## src/rtl/lsc_pkg.sv

```systemverilog
package lsc_pkg;

  localparam int OCT_W = 8;

  localparam logic [OCT_W-1:0] K_COMMA    = 8'hBC;
  localparam logic [OCT_W-1:0] K_MF_OPEN  = 8'h1C;
  localparam logic [OCT_W-1:0] K_MF_CLOSE = 8'h7C;

  typedef enum logic [1:0] {
    LS_WAIT  = 2'b00,
    LS_COMMA = 2'b01,
    LS_ALIGN = 2'b10,
    LS_DATA  = 2'b11
  } link_st_e;

endpackage

```

## src/rtl/lsc_rst_sync.sv

```systemverilog
module lsc_rst_sync #(
  parameter int STAGES = 2
) (
  input  logic clk,
  input  logic rst_n,
  output logic rst_n_sync
);

  logic [STAGES-1:0] shift_q;

  always_ff @(posedge clk or negedge rst_n) begin
    if (!rst_n) begin
      shift_q <= '0;
    end else begin
      shift_q <= {shift_q[STAGES-2:0], 1'b1};
    end
  end

  assign rst_n_sync = shift_q[STAGES-1];

endmodule

```

## src/rtl/lsc_comma_count.sv

```systemverilog
module lsc_comma_count #(
  parameter  int LANES   = 4,
  parameter  int CGS_MIN = 4,
  localparam int CNT_W   = $clog2(CGS_MIN + LANES + 1)
) (
  input  logic             clk,
  input  logic             rst_n,
  input  logic             active,
  input  logic [LANES-1:0] vld,
  input  logic [LANES-1:0] is_comma,
  output logic             done,
  output logic             err_q
);

  logic [CNT_W-1:0] cnt_q;
  logic [CNT_W-1:0] hits;
  logic [CNT_W-1:0] sum;
  logic             bad;

  // Count commas among valid octets; any other valid octet is an error.
  always_comb begin
    hits = '0;
    bad  = 1'b0;
    for (int i = 0; i < LANES; i++) begin
      if (vld[i]) begin
        if (is_comma[i]) begin
          hits = hits + CNT_W'(1);
        end else begin
          bad = 1'b1;
        end
      end
    end
    sum = cnt_q + hits;
  end

  assign done = active && !bad && (sum >= CNT_W'(CGS_MIN));

  always_ff @(posedge clk or negedge rst_n) begin
    if (!rst_n) begin
      cnt_q <= '0;
      err_q <= 1'b0;
    end else begin
      err_q <= active && bad;
      if (!active || bad) begin
        cnt_q <= '0;
      end else begin
        cnt_q <= sum;
      end
    end
  end

endmodule

```

## src/rtl/lsc_mf_track.sv

```systemverilog
module lsc_mf_track #(
  parameter  int LANES  = 4,
  parameter  int ILA_MF = 4,
  localparam int IDX_W  = $clog2(ILA_MF + 1),
  localparam int OFF_W  = $clog2(LANES + 1)
) (
  input  logic             clk,
  input  logic             rst_n,
  input  logic             active,
  input  logic [LANES-1:0] vld,
  input  logic [LANES-1:0] is_comma,
  input  logic [LANES-1:0] is_open,
  input  logic [LANES-1:0] is_close,
  output logic             brk,
  output logic             fin,
  output logic [LANES-1:0] start_mask,
  output logic [OFF_W-1:0] end_off
);

  logic             open_q, open_w;
  logic [IDX_W-1:0] idx_q, idx_w;
  logic             brk_w, fin_w;
  logic [LANES-1:0] smask_w;
  logic [OFF_W-1:0] off_w;

  // Even-numbered multiframes open in the top lane, odd ones in lane 1.
  function automatic int exp_lane(input logic [IDX_W-1:0] k);
    return k[0] ? 1 : (LANES - 1);
  endfunction

  // Octets are scanned earliest first; a close and the next open may share a word.
  always_comb begin
    open_w  = open_q;
    idx_w   = idx_q;
    brk_w   = 1'b0;
    fin_w   = 1'b0;
    smask_w = '0;
    off_w   = '0;
    for (int i = 0; i < LANES; i++) begin
      if (vld[i] && !fin_w && !brk_w) begin
        if (!open_w) begin
          if (is_open[i]) begin
            if (i == exp_lane(idx_w)) begin
              open_w     = 1'b1;
              smask_w[i] = 1'b1;
            end else begin
              brk_w = 1'b1;
            end
          end else if (!((idx_w == '0) && is_comma[i])) begin
            brk_w = 1'b1;
          end
        end else begin
          if (is_close[i]) begin
            open_w = 1'b0;
            idx_w  = idx_w + IDX_W'(1);
            if (idx_w == IDX_W'(ILA_MF)) begin
              fin_w = 1'b1;
              off_w = OFF_W'(i + 1);
            end
          end else if (is_open[i] || is_comma[i]) begin
            brk_w = 1'b1;
          end
        end
      end
    end
  end

  assign brk        = active && brk_w;
  assign fin        = active && fin_w && !brk_w;
  assign start_mask = (active && !brk_w) ? smask_w : '0;
  assign end_off    = off_w;

  always_ff @(posedge clk or negedge rst_n) begin
    if (!rst_n) begin
      open_q <= 1'b0;
      idx_q  <= '0;
    end else if (!active || brk_w) begin
      open_q <= 1'b0;
      idx_q  <= '0;
    end else begin
      open_q <= open_w;
      idx_q  <= idx_w;
    end
  end

endmodule

```

## src/rtl/lsc_align.sv

```systemverilog
module lsc_align
  import lsc_pkg::*;
#(
  parameter  int LANES = 4,
  localparam int DW    = LANES * OCT_W,
  localparam int OFF_W = $clog2(LANES + 1)
) (
  input  logic             clk,
  input  logic             rst_n,
  input  logic             en,
  input  logic [DW-1:0]    lane_data,
  input  logic [LANES-1:0] lane_valid,
  input  logic             off_load,
  input  logic [OFF_W-1:0] off_in,
  output logic [DW-1:0]    data_out,
  output logic             data_valid
);

  logic [DW-1:0]   prev_q;
  logic [OFF_W-1:0] off_q;
  logic [2*DW-1:0] cat;
  logic [2*DW-1:0] shifted;
  logic            full;
  logic            take;

  assign full    = &lane_valid;
  assign take    = en && full;
  assign cat     = {lane_data, prev_q};
  assign shifted = cat >> (int'(off_q) * OCT_W);

  always_ff @(posedge clk or negedge rst_n) begin
    if (!rst_n) begin
      prev_q <= '0;
    end else if (full) begin
      prev_q <= lane_data;
    end
  end

  always_ff @(posedge clk or negedge rst_n) begin
    if (!rst_n) begin
      off_q <= '0;
    end else if (off_load) begin
      off_q <= off_in;
    end
  end

  always_ff @(posedge clk or negedge rst_n) begin
    if (!rst_n) begin
      data_out   <= '0;
      data_valid <= 1'b0;
    end else begin
      data_valid <= take;
      data_out   <= take ? shifted[DW-1:0] : '0;
    end
  end

endmodule

```

## src/rtl/link_sync_ctrl.sv

```systemverilog
module link_sync_ctrl
  import lsc_pkg::*;
#(
  parameter  int LANES   = 4,
  parameter  int CGS_MIN = 4,
  parameter  int ILA_MF  = 4,
  localparam int DW      = LANES * OCT_W,
  localparam int OFF_W   = $clog2(LANES + 1)
) (
  input  logic             clk,
  input  logic             rst_n,
  input  logic             xcvr_ready,
  input  logic [DW-1:0]    lane_data,
  input  logic [LANES-1:0] lane_ctrl,
  input  logic [LANES-1:0] lane_valid,
  output logic             sync_req_n,
  output logic             char_err,
  output logic [1:0]       link_state,
  output logic [LANES-1:0] mf_start,
  output logic [DW-1:0]    data_out,
  output logic             data_valid
);

  logic             rst_i;
  logic [LANES-1:0] is_comma, is_open, is_close;
  link_st_e         st_q, st_d;
  logic             comma_act, align_act, data_act;
  logic             comma_done;
  logic             mf_brk, mf_fin;
  logic [LANES-1:0] smask;
  logic [OFF_W-1:0] end_off;
  logic             sync_q;
  logic [LANES-1:0] mfs_q;

  lsc_rst_sync #(.STAGES(2)) u_rst (
    .clk        (clk),
    .rst_n      (rst_n),
    .rst_n_sync (rst_i)
  );

  for (genvar g = 0; g < LANES; g++) begin : g_oct
    logic [OCT_W-1:0] oc;
    assign oc          = lane_data[g*OCT_W +: OCT_W];
    assign is_comma[g] = lane_ctrl[g] && (oc == K_COMMA);
    assign is_open[g]  = lane_ctrl[g] && (oc == K_MF_OPEN);
    assign is_close[g] = lane_ctrl[g] && (oc == K_MF_CLOSE);
  end

  assign comma_act = xcvr_ready && (st_q == LS_COMMA);
  assign align_act = xcvr_ready && (st_q == LS_ALIGN);
  assign data_act  = xcvr_ready && (st_q == LS_DATA);

  lsc_comma_count #(.LANES(LANES), .CGS_MIN(CGS_MIN)) u_comma (
    .clk      (clk),
    .rst_n    (rst_i),
    .active   (comma_act),
    .vld      (lane_valid),
    .is_comma (is_comma),
    .done     (comma_done),
    .err_q    (char_err)
  );

  lsc_mf_track #(.LANES(LANES), .ILA_MF(ILA_MF)) u_mf (
    .clk        (clk),
    .rst_n      (rst_i),
    .active     (align_act),
    .vld        (lane_valid),
    .is_comma   (is_comma),
    .is_open    (is_open),
    .is_close   (is_close),
    .brk        (mf_brk),
    .fin        (mf_fin),
    .start_mask (smask),
    .end_off    (end_off)
  );

  lsc_align #(.LANES(LANES)) u_aln (
    .clk        (clk),
    .rst_n      (rst_i),
    .en         (data_act),
    .lane_data  (lane_data),
    .lane_valid (lane_valid),
    .off_load   (mf_fin),
    .off_in     (end_off),
    .data_out   (data_out),
    .data_valid (data_valid)
  );

  always_comb begin
    st_d = st_q;
    if (!xcvr_ready) begin
      st_d = LS_WAIT;
    end else begin
      case (st_q)
        LS_WAIT:  st_d = LS_COMMA;
        LS_COMMA: if (comma_done) st_d = LS_ALIGN;
        LS_ALIGN: begin
          if (mf_brk)      st_d = LS_COMMA;
          else if (mf_fin) st_d = LS_DATA;
        end
        default:  st_d = st_q;
      endcase
    end
  end

  always_ff @(posedge clk or negedge rst_i) begin
    if (!rst_i) begin
      st_q   <= LS_WAIT;
      sync_q <= 1'b1;
      mfs_q  <= '0;
    end else begin
      st_q   <= st_d;
      sync_q <= (st_d != LS_COMMA);
      mfs_q  <= smask;
    end
  end

  assign link_state = st_q;
  assign sync_req_n = sync_q;
  assign mf_start   = mfs_q;

endmodule

```

## config.mk

```make
export PLATFORM = sky130hd
export DESIGN_NAME = link_sync_ctrl
export DESIGN_NICKNAME = d
export VERILOG_FILES = /design/src/rtl/lsc_pkg.sv /design/src/rtl/lsc_rst_sync.sv /design/src/rtl/lsc_comma_count.sv /design/src/rtl/lsc_mf_track.sv /design/src/rtl/lsc_align.sv /design/src/rtl/link_sync_ctrl.sv
export SDC_FILE = /design/constraint.sdc
export NUM_CORES = 1
export LEC_CHECK = 0
export ABC_AREA = 0
export BUFFER_PORTS_ARGS = -buffer_cell sky130_fd_sc_hd__clkbuf_2
export CAP_MARGIN = 20
export CORE_UTILIZATION = 55
export CTS_CLUSTER_DIAMETER = 50
export DETAILED_ROUTE_END_ITERATION = 6
export HOLD_SLACK_MARGIN = 0.05
export PLACE_DENSITY_LB_ADDON = 0.1
export RECOVER_POWER = 25
export SETUP_SLACK_MARGIN = 0.2
export SLEW_MARGIN = 10
export SYNTH_ARGS = -nofsm -noshare
export SYNTH_HDL_FRONTEND = slang
export SYNTH_SLANG_ARGS = --single-unit
```

## constraint.sdc

```tcl
create_clock -name clk -period 4 [get_ports clk]
set_input_delay 0.4 -clock clk [delete_from_list [all_inputs] [get_ports clk]]
set_output_delay 0.4 -clock clk [all_outputs]
set_load 0.005 [all_outputs]
```

Word-level counts from Yosys, hierarchy flattened
Cells that the tools add are included.

word-level totals
  flip-flop bits (word level) = 86

operators by class
  add/subtract/negate cells = 8
  order comparisons = 1
  equality and inequality tests = 23
  shifts and indexed selects = 1
  multiplexer cells = 130
  reductions and logical operators = 56

operators with widths
  kind                                                                                 count
  1-bit 2-to-1 mux                                                                     84
  3-bit 2-to-1 mux                                                                     28
  3-bit by 32-bit equality test with 1-bit output, first input constant                2
  64-bit by 6-bit right shift with 32-bit output                                       1
  1-bit logical AND                                                                    33
  2-bit by 32-bit equality test with 1-bit output, first input constant                1
  8-bit by 5-bit equality test with 1-bit output, second input constant                4
  8-bit by 7-bit equality test with 1-bit output, second input constant                4
  8-bit equality test, second input constant                                           4
  32-bit zero test                                                                     1
  32-bit 2-to-1 mux                                                                    1
  4-bit 2-to-1 mux                                                                     8
  2-bit 2-to-1 mux                                                                     8
  3-bit by 1-bit adder with 3-bit output, second input constant                        4
  3-bit equality test, second input constant                                           4
  3-bit zero test                                                                      4
  1-bit zero test                                                                      10
  4-bit by 1-bit adder with 4-bit output, second input constant                        2
  1-bit logical OR                                                                     6
  2-bit case mux with 3 select lines                                                   1
  4-bit adder                                                                          1
  2-bit equality test, second input constant                                           2
  4-bit by 3-bit greater-or-equal comparator with 1-bit output, second input constant  1
  4-bit AND reduction                                                                  1
  other kinds (4)                                                                      4

Depth between registers and ports, before layout
  depth after elaboration = 28
  mapped depth = 18
  gate-level depth less buffers = 18

Modules after synthesis
From an unflattened synthesis, not the netlist that was laid out.

second synthesis, totals
  cells, all modules = 602
  area total of the unflattened synthesis = 6052.1 µm²

modules (own cells, without submodules)
  module           instances  cells an instance  area each (µm²)  sequential area each (µm²)
  lsc_align        1          356                3931.3           1701.6
  lsc_mf_track     1          135                1064.8           100.1
  lsc_comma_count  1          58                 545.5            125.1
  link_sync_ctrl   1          50                 456.7            176.4
  lsc_rst_sync     1          3                  53.8             50.0

Worst setup path after synthesis
OpenSTA, ideal clock, no wires.

  path type = input -> register
  start = input port lane_data[14]
  end = register sync_q (netlist: sync_req_n)
  arrival time = 3.828 ns
  required time = 3.915 ns
  slack = 0.087 ns
  cell stages on the path = 17
  buffers on the path = 0
  cells stage by stage = or3b_1 nor3_1 ha_1 nand2_1 o31ai_1 ha_1 mux2_2 ha_1 mux2_2 ha_1 a21o_1 a21oi_1 xnor2_1 xor2_1 a21oi_1 and3_1 o31ai_1

between the ends
  longest elaborated chain between the ends = 23
  elaborated cells between the ends (all ways) = 102
  classes of those cells = 5 x add/sub; 1 x order compare; 8 x eq/ne; 64 x mux; 24 x reduce/logical

ends and longest elaborated chain
  element                                                                                          line                   RTL
  start, declared                                                                                  link_sync_ctrl.sv:13   input logic [DW-1:0] lane_data,
  parallel branches: the longest is 20 deep, another holds 4-bit by 1-bit adder with 4-bit output  n/a
  2-bit case mux with 3 select lines (*)                                                           link_sync_ctrl.sv:94   case (st_q)
  2-bit 2-to-1 mux (*)                                                                             link_sync_ctrl.sv:91   if (!xcvr_ready) begin
  2-bit by 1-bit inequality test with 1-bit output (*)                                             link_sync_ctrl.sv:113  sync_q <= (st_d != LS_COMMA);
  end signal, assigned                                                                             link_sync_ctrl.sv:113
  end, declared                                                                                    link_sync_ctrl.sv:32   logic sync_q;

Every way passes the cells marked *.
A chain may end at the register's enable or synchronous reset.

Worst setup path in the final report
  start = register u_mf.idx_q[0]
  end = register u_aln.off_q[0]

between the ends
  longest elaborated chain between the ends = 22
  elaborated cells between the ends (all ways) = 118
  classes of those cells = 4 x add/sub; 7 x eq/ne; 83 x mux; 24 x reduce/logical

ends and longest elaborated chain
  element                                                                                          line                RTL
  start, declared                                                                                  lsc_mf_track.sv:21  logic [IDX_W-1:0] idx_q, idx_w;
  start signal, assigned                                                                           lsc_mf_track.sv:82  idx_q <= idx_w;
  parallel branches: the longest is 22 deep, another holds 3-bit by 1-bit adder with 3-bit output  n/a
  end signal, assigned                                                                             lsc_align.sv:43     off_q <= off_in;
  end, declared                                                                                    lsc_align.sv:20     logic [OFF_W-1:0] off_q;

Several ways; the timed one is not identified.

==> results.md <==
- Final Max Slew Viols: 62
- Dpl cell area: 6611 µm²
- Full die area: 10,950 µm²
- Area growth, synth to finish: 23.07%
- H-tree levels: 3
- Status: finished with violations
- DR pass1 iterations: 5
- Share of layout cells above drive strength 1: 43.07%
- Critical path launch point type: flop
- Synth top area cells: dfrtp_1, mux2_2, mux4_2
- Final period util: 95.67%
- Final setup fails: 0
- Final nets: 733
- Reg2Reg Setup Slack: 0.17 ns
- CTS Buf Count: 9
- Rel. slew slack: -1.485%
- Worst setup path category: reg2reg
- CP Cell Sequence: inv_2 > ha_1 > nand2b_1 > o311ai_4 > a22oi_4 > nor2_4 > mux2_4 > ha_2 > and3_1 > xnor2_2 > ha_1 > nand3_1 > o31a_1 > a2111o_2 > mux2_4
- Routability cong.: 0.9010
- Slowest-stage cell, CP: a2111o_2
- Core Area: 10,280 µm²
- Worst-margin pin slew: 1.522 ns
- Achievable frequency: 261.3 MHz
- Crit path launch: u_mf.idx_q[0]
- Failing checks: max-capacitance violations, max-slew violations
- Min-delay worst type: in2reg
- Overall routing resource usage: 30.48%
- N_diodes: 0
- Synthesis Warnings: 0
- Die span in x: 104.6 µm
- Worst r2r src: u_mf.idx_q[0]
- Crit-path max cell delay: 0.47 ns
- Largest net degree at the start of global routing: 83
- DR vias: 5,133
- RR Endpoint: u_aln.off_q[0]
- Detailed Place HPWL: 11.60 mm
- Starting density of the core: 56.37%
- CTS max path bufs: 2
- Post-Synthesis Mean Instance Area: 10.61 µm²
- WL final: 16.15 mm
- Design Power: 2.049 mW
- Post-synthesis async set-or-reset flop share: 100.0%
- Post-synth EDFFs: 0
- Register area share after synthesis: 36.31%
- DRC Markers: 0
- Clock latency on the worst-skew pair: 0.37 ns
- Vias per inst: 6.306
- Critical Path RT: 4.26 ns
- Crit path time final: 3.827 ns
- RSZ-0062 raised after global routing: yes
- Skew final: 0.008530 ns
- Endpoints failing hold: 0
- MaxCap Viol Count: 1
- Ports: 84
- Netlist cell types: 85
- Synth Flop Type: dfrtp_1
- Crit path to: u_aln.off_q[0]
- CTS Sinks: 84
- Setup ws final: 0.1731 ns
- Cell area after synthesis: 5793 µm²
- First-pass GRT wire length: 25.79 mm
- CTS tree: built
- Fillers: 797
- DR WL/cell: 19.84 µm
- Total grt overflow: 0
- Commonest non-fill, non-tap cells in the layout: clkbuf_2, dfrtp_1, buf_4, nor2_1, mux2_2
- Crit path capture type: flop
- Power Density: 287.5 nW/µm²
- Top-area cell type share of the netlist area: 35.85%
- Die Ht: 104.6 µm
- Area leader, netlist: dfrtp_1
- Root buffer cell: clkbuf_8
- Count of input and output buffers: 81
- Cells after synthesis: 546
- Worst vdd ir: 0.1993 mV
- DRT iter0 DRCs: 302
- Vias in the first global route: 5,213
- Routed Antenna Nets: 0
- Reg2reg path depth: 15
- #FFs+latches synth: 84
- Critical path peak fanout: 7
- Leak: 3.311 nW
- Reg clk slew, reported paths: 0.09 ns
- Pre-CTS WS: -0.1985 ns
- Row cnt: 37
- Arrival time worst endpoint: 4.09 ns
- Initial antenna violation count: 0
- Post-route cell area: 7129 µm²
synthesized netlist by cell type, drive strengths merged (7+ instances only):
library cell,n
a211oi,18
a21oi,17
a22oi,18
and2,9
buf,11
clkbuf,22
dfrtp,83
ha,16
inv,16
mux2,46
mux2i,10
mux4,24
nand2,31
nand3,8
nand4,7
nor2,63
nor2b,11
nor3,19
nor4,8
o21ai,7
o31a,13
o31ai,7
xnor2,10
area by class of cell:
type / count / area (µm²) / share of cell area (%)
clock buffers: 10 / 137.6 / 1.931
flip-flops and latches: 84 / 2107 / 29.55
clock inverters: 6 / 93.84 / 1.316
multi-input cells: 411 / 3638 / 51.04
well taps: 136 / 170.2 / 2.387
inverters: 18 / 67.56 / 0.9477
repair buffers: 149 / 914.6 / 12.83
sequential cells by signal, indices dropped and copies added (netlist names):
name and flops:
u_aln.data_out 32, u_aln.prev_q 32, u_comma.cnt_q 4, u_aln.off_q 3, u_mf.idx_q 3, link_state 2, mf_start 2, u_rst.shift_q 2
sync_req_n 1, u_aln.data_valid 1, u_comma.err_q 1, u_mf.open_q 1
how the worst min path moves through the flow:
| stage | endpoint | depth (start not counted) | slack [ns] | startpoint |
|---|---|---|---|---|
| final | link_state[0] | 2 | 0.30 | xcvr_ready |
| after global routing | link_state[0] | 2 | 0.31 | xcvr_ready |
| after CTS | link_state[0] | 2 | 0.29 | xcvr_ready |
| after detailed placement | u_rst.shift_q[0] | 1 | 0.19 | rst_n |
| after global placement | u_rst.shift_q[0] | 1 | 0.19 | rst_n |
| after floorplan | u_rst.shift_q[0] | 0 | 0.10 | rst_n |
layer usage:
layer	share of wire, %	GRT usage [%]	up-vias
met3	6.1	5.240	56
met5	0	0	-
met1	39	36.89	2541
met4	3.7	15.49	0
li1	-	-	2287
met2	51	52.32	249
worst max-delay path: cells and delay by family (launching register included):
family	cells	cell delay, ns
adder cells (fa/ha/maj)	3	0.57
AND/OR/NAND/NOR	4	0.55
AO/OA/AOI/OAI	4	1.22
buffers and inverters	1	0.10
multiplexers	2	0.64
flip-flops	1	0.45
XOR/XNOR	1	0.18
metrics by stage:
step                      setup TNS [ns]  util, %  instances  hold WS [ns]
after detailed placement         -0.5703    64.33        785        0.1892
final                                  0    69.37        814        0.3042
after global placement          -0.01594    64.33        785        0.1859
after floorplan                        0        -        547        0.1044
after global routing                   0    69.37        814        0.3070
after CTS                              0    66.79        802        0.2878
kinds of logic (layout without fill, tap and decap cells):
family | count (synthesis) | count (layout) | synth area share [%]
buffers and inverters | 52 | 183 | 4.536
other | 2 | 3 | 0.1296
DFF | 84 | 84 | 36.31
xor gates and xnor gates | 17 | 17 | 2.937
and+or+nand+nor | 187 | 187 | 17.60
adders and majority gates | 17 | 17 | 3.801
AOI/OAI and AO/OA | 107 | 107 | 14.49
muxes | 80 | 80 | 20.19
report_power, final:
group          switching (mW)  internal [mW]
sequential             0.0612          0.923
combinational           0.160          0.201
clock                   0.331          0.374
total                   0.552           1.50
what timing repair did:
item | CTS | global route
pin swaps | 1 | 17
hold endpoints to repair | 2 | 0
hold buffers | 1 | 0
setup endpoints to repair | 2 | 12
gates resized for setup | 4 | 36
buffers inserted | 0 | 11
Note: power is estimated with default switching activity, not from simulation.
